$ cat src/rtl/ep0s_pkg.sv
package ep0s_pkg;

  typedef enum logic [1:0] {
    STG_SETUP  = 2'b00,
    STG_DATA   = 2'b01,
    STG_STATUS = 2'b10,
    STG_RSVD   = 2'b11
  } ep0_stage_e;

  localparam int BIT_SETUP = 0;
  localparam int BIT_STALL = 2;
  localparam int STG_LSB   = 3;

  // Oversize test on zero-extended byte counts.
  function automatic logic pkt_too_long(input logic [15:0] len, input logic [15:0] lim);
    return len > lim;
  endfunction

  // A data-stage packet is bad if it is too long or has no end-of-packet.
  function automatic logic pkt_is_bad(input logic too_long, input logic eop_seen);
    return too_long || !eop_seen;
  endfunction

  // Assemble the register byte; reserved bits stay 0.
  function automatic logic [7:0] pack_image(input logic setup, input logic stall,
                                            input logic [1:0] stage);
    logic [7:0] img;
    img = 8'h00;
    img[BIT_SETUP] = setup;
    img[BIT_STALL] = stall;
    img[STG_LSB +: 2] = stage;
    return img;
  endfunction

endpackage

$ cat src/rtl/ep0s_bus_if.sv
module ep0s_bus_if #(
  parameter int          ADDR_W  = 8,
  parameter logic [ADDR_W-1:0] RD_ADDR = 8'hF3,
  parameter logic [ADDR_W-1:0] WR_ADDR = 8'h73
) (
  input  logic [ADDR_W-1:0] rd_addr,
  input  logic              wr_en,
  input  logic [ADDR_W-1:0] wr_addr,
  input  logic [7:0]        wr_data,
  input  logic [7:0]        image,
  output logic [7:0]        rd_data,
  output logic              rd_hit,
  output logic              wr_hit,
  output logic              ack_req,
  output logic              wr_stall_val
);
  import ep0s_pkg::*;

  always_comb begin
    rd_hit       = (rd_addr == RD_ADDR);
    rd_data      = rd_hit ? image : 8'h00;
    wr_hit       = wr_en && (wr_addr == WR_ADDR);
    ack_req      = wr_hit && wr_data[BIT_SETUP];
    wr_stall_val = wr_data[BIT_STALL];
  end

endmodule

$ cat src/rtl/ep0s_setup_ctl.sv
module ep0s_setup_ctl (
  input  logic       clk,
  input  logic       rst_n,
  input  logic       bus_rst,
  input  logic       setup_set,
  input  logic       ack_req,
  input  logic       ctrl_write,
  input  logic [1:0] stage_now,
  input  logic       irq_en,
  output logic       setup_rdy,
  output logic       fifo_lock,
  output logic       pkt_rdy_clr,
  output logic       irq,
  output logic       setup_clr_evt
);
  import ep0s_pkg::*;

  logic lock_release;

  always_comb begin
    setup_clr_evt = setup_rdy && ack_req && !setup_set;
    lock_release  = (setup_clr_evt && ctrl_write) ||
                    (stage_now == STG_STATUS);
  end

  always_ff @(posedge clk or negedge rst_n) begin
    if (!rst_n) begin
      setup_rdy   <= 1'b0;
      fifo_lock   <= 1'b0;
      pkt_rdy_clr <= 1'b0;
      irq         <= 1'b0;
    end else if (bus_rst) begin
      setup_rdy   <= 1'b0;
      fifo_lock   <= 1'b0;
      pkt_rdy_clr <= 1'b0;
      irq         <= 1'b0;
    end else begin
      irq         <= setup_rdy && irq_en;
      pkt_rdy_clr <= setup_clr_evt && ctrl_write;
      if (setup_set)          setup_rdy <= 1'b1;
      else if (setup_clr_evt) setup_rdy <= 1'b0;
      if (setup_set)          fifo_lock <= 1'b1;
      else if (lock_release)  fifo_lock <= 1'b0;
    end
  end

endmodule

$ cat src/rtl/ep0s_stall_ctl.sv
module ep0s_stall_ctl #(
  parameter int LEN_W = 7
) (
  input  logic             clk,
  input  logic             rst_n,
  input  logic             bus_rst,
  input  logic             pkt_done,
  input  logic             pkt_eop,
  input  logic [LEN_W-1:0] pkt_len,
  input  logic [LEN_W-1:0] max_pld,
  input  logic             ctrl_write,
  input  logic [1:0]       stage_now,
  input  logic             wr_hit,
  input  logic             wr_stall_val,
  output logic             stall,
  output logic             hw_stall_evt
);
  import ep0s_pkg::*;

  logic too_long;

  always_comb begin
    too_long     = pkt_too_long(16'(pkt_len), 16'(max_pld));
    hw_stall_evt = pkt_done && ctrl_write && (stage_now == STG_DATA) &&
                   pkt_is_bad(too_long, pkt_eop);
  end

  always_ff @(posedge clk or negedge rst_n) begin
    if (!rst_n)            stall <= 1'b0;
    else if (bus_rst)      stall <= 1'b0;
    else if (hw_stall_evt) stall <= 1'b1;
    else if (wr_hit)       stall <= wr_stall_val;
  end

endmodule

$ cat src/rtl/ep0s_stage_reg.sv
module ep0s_stage_reg (
  input  logic       clk,
  input  logic       rst_n,
  input  logic       bus_rst,
  input  logic [1:0] stage_in,
  output logic [1:0] stage_q
);
  import ep0s_pkg::*;

  always_ff @(posedge clk or negedge rst_n) begin
    if (!rst_n)       stage_q <= STG_SETUP;
    else if (bus_rst) stage_q <= STG_SETUP;
    else              stage_q <= stage_in;
  end

endmodule

$ cat src/rtl/ep0_status_reg.sv
module ep0_status_reg #(
  parameter int          ADDR_W  = 8,
  parameter logic [ADDR_W-1:0] RD_ADDR = 8'hF3,
  parameter logic [ADDR_W-1:0] WR_ADDR = 8'h73,
  parameter int          LEN_W   = 7
) (
  input  logic              clk,
  input  logic              rst_n,
  input  logic              bus_rst,
  input  logic [ADDR_W-1:0] rd_addr,
  input  logic              wr_en,
  input  logic [ADDR_W-1:0] wr_addr,
  input  logic [7:0]        wr_data,
  input  logic              irq_en,
  input  logic              setup_cap,
  input  logic              ctrl_write,
  input  logic [1:0]        stage_in,
  input  logic              pkt_done,
  input  logic              pkt_eop,
  input  logic [LEN_W-1:0]  pkt_len,
  input  logic [LEN_W-1:0]  max_pld,
  output logic [7:0]        rd_data,
  output logic              rd_hit,
  output logic              fifo_lock,
  output logic              pkt_rdy_clr,
  output logic              irq
);
  import ep0s_pkg::*;

  logic       setup_rdy;
  logic       stall;
  logic [1:0] stage_q;
  logic [7:0] image;
  logic       wr_hit;
  logic       ack_req;
  logic       wr_stall_val;
  logic       setup_clr_evt;
  logic       hw_stall_evt;

  assign image = pack_image(setup_rdy, stall, stage_q);

  ep0s_bus_if #(
    .ADDR_W (ADDR_W),
    .RD_ADDR(RD_ADDR),
    .WR_ADDR(WR_ADDR)
  ) u_bus (
    .rd_addr     (rd_addr),
    .wr_en       (wr_en),
    .wr_addr     (wr_addr),
    .wr_data     (wr_data),
    .image       (image),
    .rd_data     (rd_data),
    .rd_hit      (rd_hit),
    .wr_hit      (wr_hit),
    .ack_req     (ack_req),
    .wr_stall_val(wr_stall_val)
  );

  ep0s_setup_ctl u_setup (
    .clk          (clk),
    .rst_n        (rst_n),
    .bus_rst      (bus_rst),
    .setup_set    (setup_cap),
    .ack_req      (ack_req),
    .ctrl_write   (ctrl_write),
    .stage_now    (stage_in),
    .irq_en       (irq_en),
    .setup_rdy    (setup_rdy),
    .fifo_lock    (fifo_lock),
    .pkt_rdy_clr  (pkt_rdy_clr),
    .irq          (irq),
    .setup_clr_evt(setup_clr_evt)
  );

  ep0s_stall_ctl #(.LEN_W(LEN_W)) u_stall (
    .clk         (clk),
    .rst_n       (rst_n),
    .bus_rst     (bus_rst),
    .pkt_done    (pkt_done),
    .pkt_eop     (pkt_eop),
    .pkt_len     (pkt_len),
    .max_pld     (max_pld),
    .ctrl_write  (ctrl_write),
    .stage_now   (stage_in),
    .wr_hit      (wr_hit),
    .wr_stall_val(wr_stall_val),
    .stall       (stall),
    .hw_stall_evt(hw_stall_evt)
  );

  ep0s_stage_reg u_stage (
    .clk     (clk),
    .rst_n   (rst_n),
    .bus_rst (bus_rst),
    .stage_in(stage_in),
    .stage_q (stage_q)
  );

endmodule

$ cat config.mk
export PLATFORM = sky130hd
export DESIGN_NAME = ep0_status_reg
export DESIGN_NICKNAME = d
export VERILOG_FILES = /design/src/rtl/ep0s_pkg.sv /design/src/rtl/ep0s_bus_if.sv /design/src/rtl/ep0s_setup_ctl.sv /design/src/rtl/ep0s_stall_ctl.sv /design/src/rtl/ep0s_stage_reg.sv /design/src/rtl/ep0_status_reg.sv
export SDC_FILE = /design/constraint.sdc
export NUM_CORES = 1
export LEC_CHECK = 0
export ABC_AREA = 1
export BUFFER_PORTS_ARGS = -buffer_cell sky130_fd_sc_hd__buf_4
export CAP_MARGIN = 40
export CORE_MARGIN = 2
export CORE_UTILIZATION = 35
export DETAILED_ROUTE_END_ITERATION = 8
export PLACE_DENSITY = 0.78
export SLEW_MARGIN = 20
export SYNTH_ARGS = -nofsm -noshare
export SYNTH_HDL_FRONTEND = slang
export SYNTH_SLANG_ARGS = --single-unit
$ cat constraint.sdc
create_clock -name clk -period 1.1 [get_ports clk]
set_clock_uncertainty 0.15 [all_clocks]
set_input_delay 0.055 -clock clk [delete_from_list [all_inputs] [get_ports clk]]
set_output_delay 0.055 -clock clk [all_outputs]
set_load 0.01 [all_outputs]
==> impl_metrics.toml, run 1 <==
[sta]
period_minus_slack_ns = 1.186
max_freq_ghz = 0.8429
holdWs_ns = -0.09006
fin_tns_setup_ns = -0.1191
hold_viol_final = 3
rsz0062_at_grt = "true"
worst_slack_ns = -0.08645
setup_viol_count_final = 2
drv_slew = 0
min_period_over_period = 1.079

[clock_network]
cts_tree = "built"
cts.sinks = 7
cts_buffer_depth = 2
cts-root-buf = "clkbuf_4"
htreeDepth = 1
numCtsBuffers = 3
clk_pin_slew_ns = 0.05
clkLatencyLatePin_ns = 0.25

[pwr]
power_leakage_nw = 0.6792
p_comb_frac = 0.365
internal-power_w = 0.0005845
power.total_w = 0.0008072
switchingPower_w = 0.0002228
peakVddDrop_mv = 0.5433
powerDensity_nw_per_um2 = 709.8
pwr-share-seq = 0.344
swShare = 0.2760
pwr-share-clk = 0.291

[setup_path]
cp.required_ns = 0.89
cp_data_arrival_time_ns = 0.98
r2r_cells = 5
cp-start-kind = "register"
crit_type = "register to output pin"
cp_max_fo = 2
worst_setup_path_end_kind = "output pin"

[worst_hold_path]
min_delay_path_depth = 3
min_path_type = "primary input to register"

[global_routing]
grt_use_total = 0.1845
grt_max_degree = 8
grt_pass1_wl_um = 2780
antenna_found_initial = 0
grt_overflow = 0
grt_pass1_vias = 775

[final_layout]
final_common_cell = "buf_4"
fin_nets = 215
diodes = 0
area_growth_syn_to_layout_pct = 83.27
fill_cells = 150
final_layout_size_suffix_gt1_frac = 0.4051
layout_common_cells = "buf_4, nand2_1, inv_1"
design_area_um2 = 1137
layout.cells.non_filler = 175

[drt]
totalWireLength_um = 1841
drt_first_pass_iters = 4
drcViolationCount = 0
initialDrtViolationCount = 12
wl_per_cell_um = 10.52
vias = 815
drtAntennaViolNets = 0
viasPerCell = 4.657

[floorplanning]
rows = 15
die_area_um2 = 2126
coreArea_um2 = 1689
die_h_um = 46.11
initial_core_util = 0.3674
fp.dieW_um = 46.11
ios = 61

[outcome]
status = "complete, but fails checks"
violations = "hold timing, setup timing"

[synthesis]
synth_xor_xnor_area_share = 0
synth-adder-area-share = 0.1411
yosysTopAreaCellShare = 0.2823
ys_top_cells_by_area = "dfrtp_1, nand2_1, ha_1"
yosys_warnings = 0
synth_compound_area_frac = 0.05242
synthSimpleGateAreaFrac = 0.3306
synth_cell_types = 17
ys_seq_area_frac = 0.2823
synth_mux_area_frac = 0
avgSynthCellArea_um2 = 6.533
ys_ff_latch = 7
synth_top_family_by_area = "simple AND/OR/NAND/NOR gates"
netlist_instances = 95
syn-cell-area_um2 = 620.6
synth_top_cell_by_area = "dfrtp_1"

[placed_design]
port_buffers = 50
gp_congestion = 0.7619
dp_hpwl_um = 1504
dpl_cell_area_um2 = 1013
dp_cells = 163

[run]
cap_violations = 0
-- flip-flops by register name, summed over array words and instances, names as in the netlist --
register             count
u_stage.stage_q          2
u_setup.fifo_lock        1
u_setup.pkt_rdy_clr      1
u_stall.stall            1
u_setup.irq              1
u_setup.setup_rdy        1
-- cells in the mapped netlist --
master and count:
a21oi_1 4, buf_4 4, nor2_2 1, nand2_1 24, conb_1 1, nor3_2 1
nand3_1 2, o211ai_1 1, nor3_1 1, nor2_1 13, ha_1 7, dfrtp_1 7
inv_1 23, nand3_2 1, nand4_1 3, o21ai_1 1, nor4_1 1
-- final cells by class --
| class | count | area, µm² | area share |
|---|---|---|---|
| Inverter | 23 | 86.33 | 0.07591 |
| Clock buffer | 4 | 26.28 | 0.02310 |
| Multi-Input combinational cell | 64 | 350.3 | 0.3080 |
| Sequential cell | 7 | 175.2 | 0.1540 |
| Tap cell | 17 | 21.27 | 0.01870 |
| Timing Repair Buffer | 60 | 478.0 | 0.4202 |
-- power by group through the flow --
stage                     combinational (W)  sequential [W]  clock (W)
final                              0.000295        0.000278   0.000235
after global routing               0.000329        0.000278   0.000258
after CTS                          0.000287        0.000276   0.000243
after detailed placement           0.000257        0.000280          0
after global placement             0.000247        0.000280          0
after floorplan                    0.000104        0.000282          0
-- layer usage --
metal  share of wire  global-route usage  vias up
li1                -                   -      406
met1            0.37              0.1873      371
met2            0.54              0.3444       34
met3           0.074             0.05490        4
met4           0.010             0.07429        0
met5               0                   0        -
-- repair_timing --
item / in CTS / in global routing
setup buffers: 1 / 0
pin swaps: 1 / 5
hold endpoints to repair: 14 / 3
hold buffers: 7 / 1
endpoints found under the setup margin: 2 / 6
gates resized for setup: 3 / 5
-- per-stage QoR --
| step | utilization | setup WS [ns] |
|---|---|---|
| final | 0.6733 | -0.08645 |
| after global routing | 0.6733 | -0.1124 |
| after CTS | 0.6652 | -0.07323 |
| after detailed placement | 0.6000 | -0.1500 |
| after global placement | 0.6000 | -0.1442 |
| after floorplan | - | 0.01600 |
-- kinds of logic (layout without fill, tap and decap cells) --
logic type                 count (synthesis)  in the layout
DFF                                        7              7
and+or+nand+nor                           47             47
other                                      1              4
AOI/OAI and AO/OA                          6              6
adders and majority gates                  7              7
buffers and inverters                     27             87
-- final timing paths --
check | from | to | slack [ns]
worst max-delay path | u_setup.setup_rdy | rd_data[0] | -0.09
worst min-delay path | setup_cap | u_setup.setup_rdy | -0.09
worst max register to register | u_setup.setup_rdy | u_setup.fifo_lock | -0.03
worst min register to register | u_setup.fifo_lock | u_setup.fifo_lock | 0.48
max in group asynchronous | rst_n | u_setup.fifo_lock | 0.68
min in group asynchronous | rst_n | u_setup.irq | 0
-- critical path, cell delays in order (launching register included) --
cell	delay (ns)
dfrtp_1	0.40
inv_2	0.08
buf_6	0.09
nor2_2	0.02
buf_4	0.14
Note: power is estimated with default switching activity, not from simulation.
==> inputs of run 2 (changes only) <==
clock period = 1.22 ns   (was 1.1 ns; I/O delays follow)
==> run 2 against run 1 <==
Net effect: clock power shrank 11%; sequential share of layout area grew 0.28 points; combinational power fell by 14%; the run ends with hold timing left; via count is 0.61% higher; critical path depth fell by 1; critical endpoint unchanged.
==> impl_metrics.toml, run 2 (synthesis results as in run 1) <==
[pwr]
power_leakage_nw = 0.6754
peakVddDrop_mv = 0.6509
powerDensity_nw_per_um2 = 637.2

[floorplanning]
coreArea_um2 = 1689
ios = 61
die_h_um = 46.11
die_area_um2 = 2126
initial_core_util = 0.3674
rows = 15
fp.dieW_um = 46.11

[sta]
max_freq_ghz = 0.8602
holdWs_ns = -0.09265
rsz0062_at_grt = "false"
drv_slew = 0
period_minus_slack_ns = 1.163
worst_slack_ns = 0.05744
setup_viol_count_final = 0
hold_viol_final = 3
fin_tns_setup_ns = 0
min_period_over_period = 0.9529

[clock_network]
cts_tree = "built"
clk_pin_slew_ns = 0.05
numCtsBuffers = 3
htreeDepth = 1
cts_buffer_depth = 2
clkLatencyLatePin_ns = 0.25
cts.sinks = 7
cts-root-buf = "clkbuf_4"

[drt]
initialDrtViolationCount = 15
totalWireLength_um = 1904
drtAntennaViolNets = 0
drcViolationCount = 0
wl_per_cell_um = 10.94
vias = 820
drt_first_pass_iters = 6
viasPerCell = 4.713

[final_layout]
final_common_cell = "buf_4"
regArea_um2 = 175.2
diodes = 0
largest_register = "u_stage.stage_q"
area_growth_syn_to_layout_pct = 80.04
largest_register_ff_count = 2
final_layout_size_suffix_gt1_frac = 0.3694
design_area_um2 = 1117
multi_input_area_um2 = 345.3
layout_common_cells = "buf_4, nand2_1, inv_1"
fin_nets = 214
fill_cells = 149

[global_routing]
grt_overflow = 0
grt_pass1_vias = 773
grt_pass1_wl_um = 2994
antenna_found_initial = 0
grt_max_degree = 8
grt_use_total = 0.1984

[setup_path]
startpoint = "u_setup.setup_rdy"
r2r_start = "u_setup.setup_rdy"
crit_type = "register to output pin"
r2r_end = "u_setup.fifo_lock"
cp.required_ns = 1.01
cp-start-kind = "register"
crit_end = "rd_data[0]"
r2r_cells = 5
cp_data_arrival_time_ns = 0.95
reg2reg_slack_ns = 0.08
cp_max_fo = 3
worst_setup_path_end_kind = "output pin"

[outcome]
status = "complete, but fails checks"
violations = "hold timing"

[worst_hold_path]
min_delay_path_depth = 3
min_path_type = "primary input to register"

[run]
cap_violations = 0

[placed_design]
dp_hpwl_um = 1541
dp_slack_ns = -0.06802
port_buffers = 50
gp_congestion = 0.7974
dpl_cell_area_um2 = 998.5
run 2: layout make-up:
| class | count | area share |
|---|---|---|
| Timing Repair Buffer | 59 | 0.4143 |
| Multi-Input combinational cell | 64 | 0.3091 |
| Sequential cell | 7 | 0.1568 |
| Inverter | 23 | 0.07727 |
| Clock buffer | 4 | 0.02352 |
| Tap cell | 17 | 0.01904 |
run 2: how the worst min path moves through the flow:
stage	start	end	slack [ns]
2_1_floorplan	rst_n	u_setup.fifo_lock	-0.38
3_3_place_gp	rst_n	u_setup.irq	-0.27
3_5_place_dp	rst_n	u_stage.stage_q[1]	-0.27
4_1_cts	setup_cap	u_setup.setup_rdy	-0.10
5_1_grt	setup_cap	u_setup.fifo_lock	-0.1
6_report	setup_cap	u_setup.setup_rdy	-0.09
run 2: metal layers:
metal  track usage  routed length [µm]  up-vias
li1              -                   -      407
met1        0.2024                 666      366
met2        0.3833                1055       43
met3       0.06275                 158        4
met4       0.04571                  23        0
met5             0                   0        -
run 2: repair_timing:
item,CTS,global route
endpoints found under the hold margin,14,3
endpoints found under the setup margin,0,1
resized for setup,0,1
buffers inserted,0,1
hold buffers,7,1
run 2: per-stage QoR:
stage / power, W / hold slack [ns] / cells / utilization
6_report: 0.0007119 / -0.09265 / 174 / 0.6615
5_1_grt: 0.0007707 / -0.09527 / 174 / 0.6615
4_1_cts: 0.0007142 / -0.1016 / 172 / 0.6481
3_5_place_dp: 0.0004772 / -0.2702 / 161 / 0.5911
3_3_place_gp: 0.0004671 / -0.2726 / 161 / 0.5911
2_1_floorplan: 0.0003481 / -0.3846 / 98 / -
run 2: power by group:
| part | switching (W) | internal [W] | leakage (nW) |
|---|---|---|---|
| Combinational | 0.000104 | 0.000149 | 0.569 |
| Sequential | 0.00000533 | 0.000244 | 0.0917 |
| Clock | 0.0000849 | 0.000125 | 0.0150 |
run 2: worst max-delay path, cell delays in order, from the launching register on:
cell     delay (ns)
dfrtp_1        0.39
inv_1          0.11
nor2_1         0.06
buf_4          0.14
==> inputs of run 3 (changes only) <==
ABC_AREA = unset   (was 1)
CORE_UTILIZATION = 34   (was 35)
==> run 3 against run 2 <==
Net effect: largest power group unchanged; via count down 13%; sequential power barely moved; the flow now finishes without violations; die area is 0.93% lower; highest routed layer unchanged; power about the same; critical endpoint unchanged.
==> impl_metrics.toml, run 3 <==
[clock_network]
htreeDepth = 1
cts.sinks = 7
numCtsBuffers = 3
postCtsSetupBuffers = 0
cts_buffer_depth = 2
clk_pin_slew_ns = 0.05
cts-root-buf = "clkbuf_4"
clkLatencyLatePin_ns = 0.25
cts_tree = "built"

[floorplanning]
die_h_um = 45.90
die_area_um2 = 2106
initial_core_util = 0.3533
coreArea_um2 = 1689
rows = 15
ios = 61
fp.dieW_um = 45.90

[placed_design]
dp_hpwl_um = 1331
port_buffers = 50
dp_cells = 134
dpl_cell_area_um2 = 998.5
gp_congestion = 0.7965

[synthesis]
synth_cell_types = 25
synth_common_cells = "inv_1, dfrtp_1, ha_1"
syn-cell-area_um2 = 596.8
synth.most_common_cell = "inv_1"
synth-adder-area-share = 0.1468
netlist_instances = 67
synth_xor_xnor_area_share = 0
avgSynthCellArea_um2 = 8.908
synth-edff-count = 0
ys.flop_type = "dfrtp_1"
ys_ff_latch = 7
ys_seq_area_frac = 0.2935
yosysTopAreaCellShare = 0.2935
yosys_warnings = 0
ys_top_cells_by_area = "dfrtp_1, ha_1, inv_1"
async_reset_ff_frac = 1.000
synth_compound_area_frac = 0.07966
synth_top_family_by_area = "simple AND/OR/NAND/NOR gates"
synthSimpleGateAreaFrac = 0.3417
synth_mux_area_frac = 0.01677
synth_top_cell_by_area = "dfrtp_1"

[sta]
period_minus_slack_ns = 1.166
drv_slew = 0
min_period_over_period = 0.9557
max_freq_ghz = 0.8577
rsz0062_at_grt = "false"
setup_viol_count_final = 0
hold_viol_final = 0
fin_tns_setup_ns = 0

[final_layout]
fin_nets = 189
design_area_um2 = 1149
largest_register_ff_count = 2
area_growth_syn_to_layout_pct = 92.45
regArea_um2 = 175.2
largest_register = "u_stage.stage_q"
diodes = 0
layout.cells.non_filler = 149
layout_common_cells = "buf_4, dlygate4sd3_1, inv_1"
final_layout_size_suffix_gt1_frac = 0.4773
final_common_cell = "buf_4"
multi_input_area_um2 = 394.1
fin_util = 0.6800
fill_cells = 127

[global_routing]
grt_pass1_wl_um = 2415
grt_pass1_vias = 653
antenna_found_initial = 0
grt_max_degree = 8
grt_overflow = 0
grt_use_total = 0.1665

[outcome]
status = "complete, no violations"

[pwr]
peakVddDrop_mv = 0.3087
p_comb_frac = 0.353
powerDensity_nw_per_um2 = 619.2
swShare = 0.2568
power.total_w = 0.0007112
internal-power_w = 0.0005286
power_leakage_nw = 0.6094
pwr-share-seq = 0.350
switchingPower_w = 0.0001826
pwr-share-clk = 0.297

[setup_path]
path_cells = "and2_1, buf_4"
cp-start-kind = "register"
crit_buf_inv = 1
cp_data_arrival_time_ns = 0.95
crit_type = "register to output pin"
worst_setup_path_end_kind = "output pin"
crit_family = "flip-flops"
slowest_delay_ns = 0.42
cp_max_fo = 5
cp.required_ns = 1.01
slowest_stage = "dfrtp_1"

[worst_hold_path]
min_path_type = "primary input to async pin"

[drt]
drt_first_pass_iters = 4
totalWireLength_um = 1694
drcViolationCount = 0
drtAntennaViolNets = 0
initialDrtViolationCount = 6
viasPerCell = 4.785
vias = 713
wl_per_cell_um = 11.37

[run]
cap_violations = 0
==> run 3: cell count changes in the layout (fill, tap and decap cells not counted), sizes merged, moves of 4 or more <==
cell	change
and2	+4
inv	-14
nand2	-21
nor2	-10
==> run 3: path summary, 6_finish.rpt <==
path / slack [ns] / startpoint / to / cells past startpoint
min in group clk: 0.04 / wr_data[0] / u_setup.pkt_rdy_clr / 4
hold reg to reg: 0.44 / u_stall.stall / u_stall.stall / 2
setup / recovery: 0.05 / u_setup.setup_rdy / rd_data[0] / 2
hold / removal: 0.004 / rst_n / u_setup.irq / 2
setup reg to reg: 0.29 / u_setup.fifo_lock / u_setup.fifo_lock / 3
max in group asynchronous: 0.80 / rst_n / u_stage.stage_q[0] / 2
==> run 3: power by group through the flow <==
| stage | clock [W] | sequential (W) | combinational, W |
|---|---|---|---|
| floorplan | 0 | 0.000253 | 0.0000849 |
| global placement | 0 | 0.000252 | 0.000211 |
| detailed placement | 0 | 0.000252 | 0.000216 |
| CTS | 0.000216 | 0.000248 | 0.000245 |
| global route | 0.000233 | 0.000249 | 0.000279 |
| finish | 0.000211 | 0.000249 | 0.000251 |
==> run 3: final cells by class <==
class / count / share of cell area
repair buffers: 62 / 0.4292
well taps: 17 / 0.01852
clock buffers: 4 / 0.02288
flip-flops and latches: 7 / 0.1525
multi-input cells: 49 / 0.3431
inverters: 10 / 0.03377
==> run 3: worst reg2reg max path: cells and delay by family, from the launching register on <==
kind | cells | cell delay (ns)
compound gates | 2 | 0.13
simple gates | 1 | 0.16
flops | 1 | 0.37
==> run 3: repair_timing <==
item,CTS,global route
hold buffers,11,0
endpoints found under the setup margin,0,1
resized for setup,0,3
endpoints found under the hold margin,14,0
==> run 3: cell families after synthesis <==
group / Yosys count
flops: 7
fa+ha+maj: 7
simple gates: 29
buf+inv: 14
other cells: 1
compound gates: 8
mux: 1
==> run 3: routing by layer <==
layer  up-vias  GRT usage  share of wire
met2        37     0.3139           0.51
met4         0     0.1086          0.028
met1       314     0.1470           0.35
met3         7    0.05159           0.11
met5         -          0              0
li1        355          -              -
==> run 3: stage by stage <==
step | hold WS (ns) | setup WS, ns
after floorplan | -0.3846 | 0.004739
after global placement | -0.2747 | -0.1652
after detailed placement | -0.2732 | -0.2412
after CTS | 0.007969 | 0.01835
after global routing | 0.002033 | 0.001961
final | 0.004374 | 0.05405
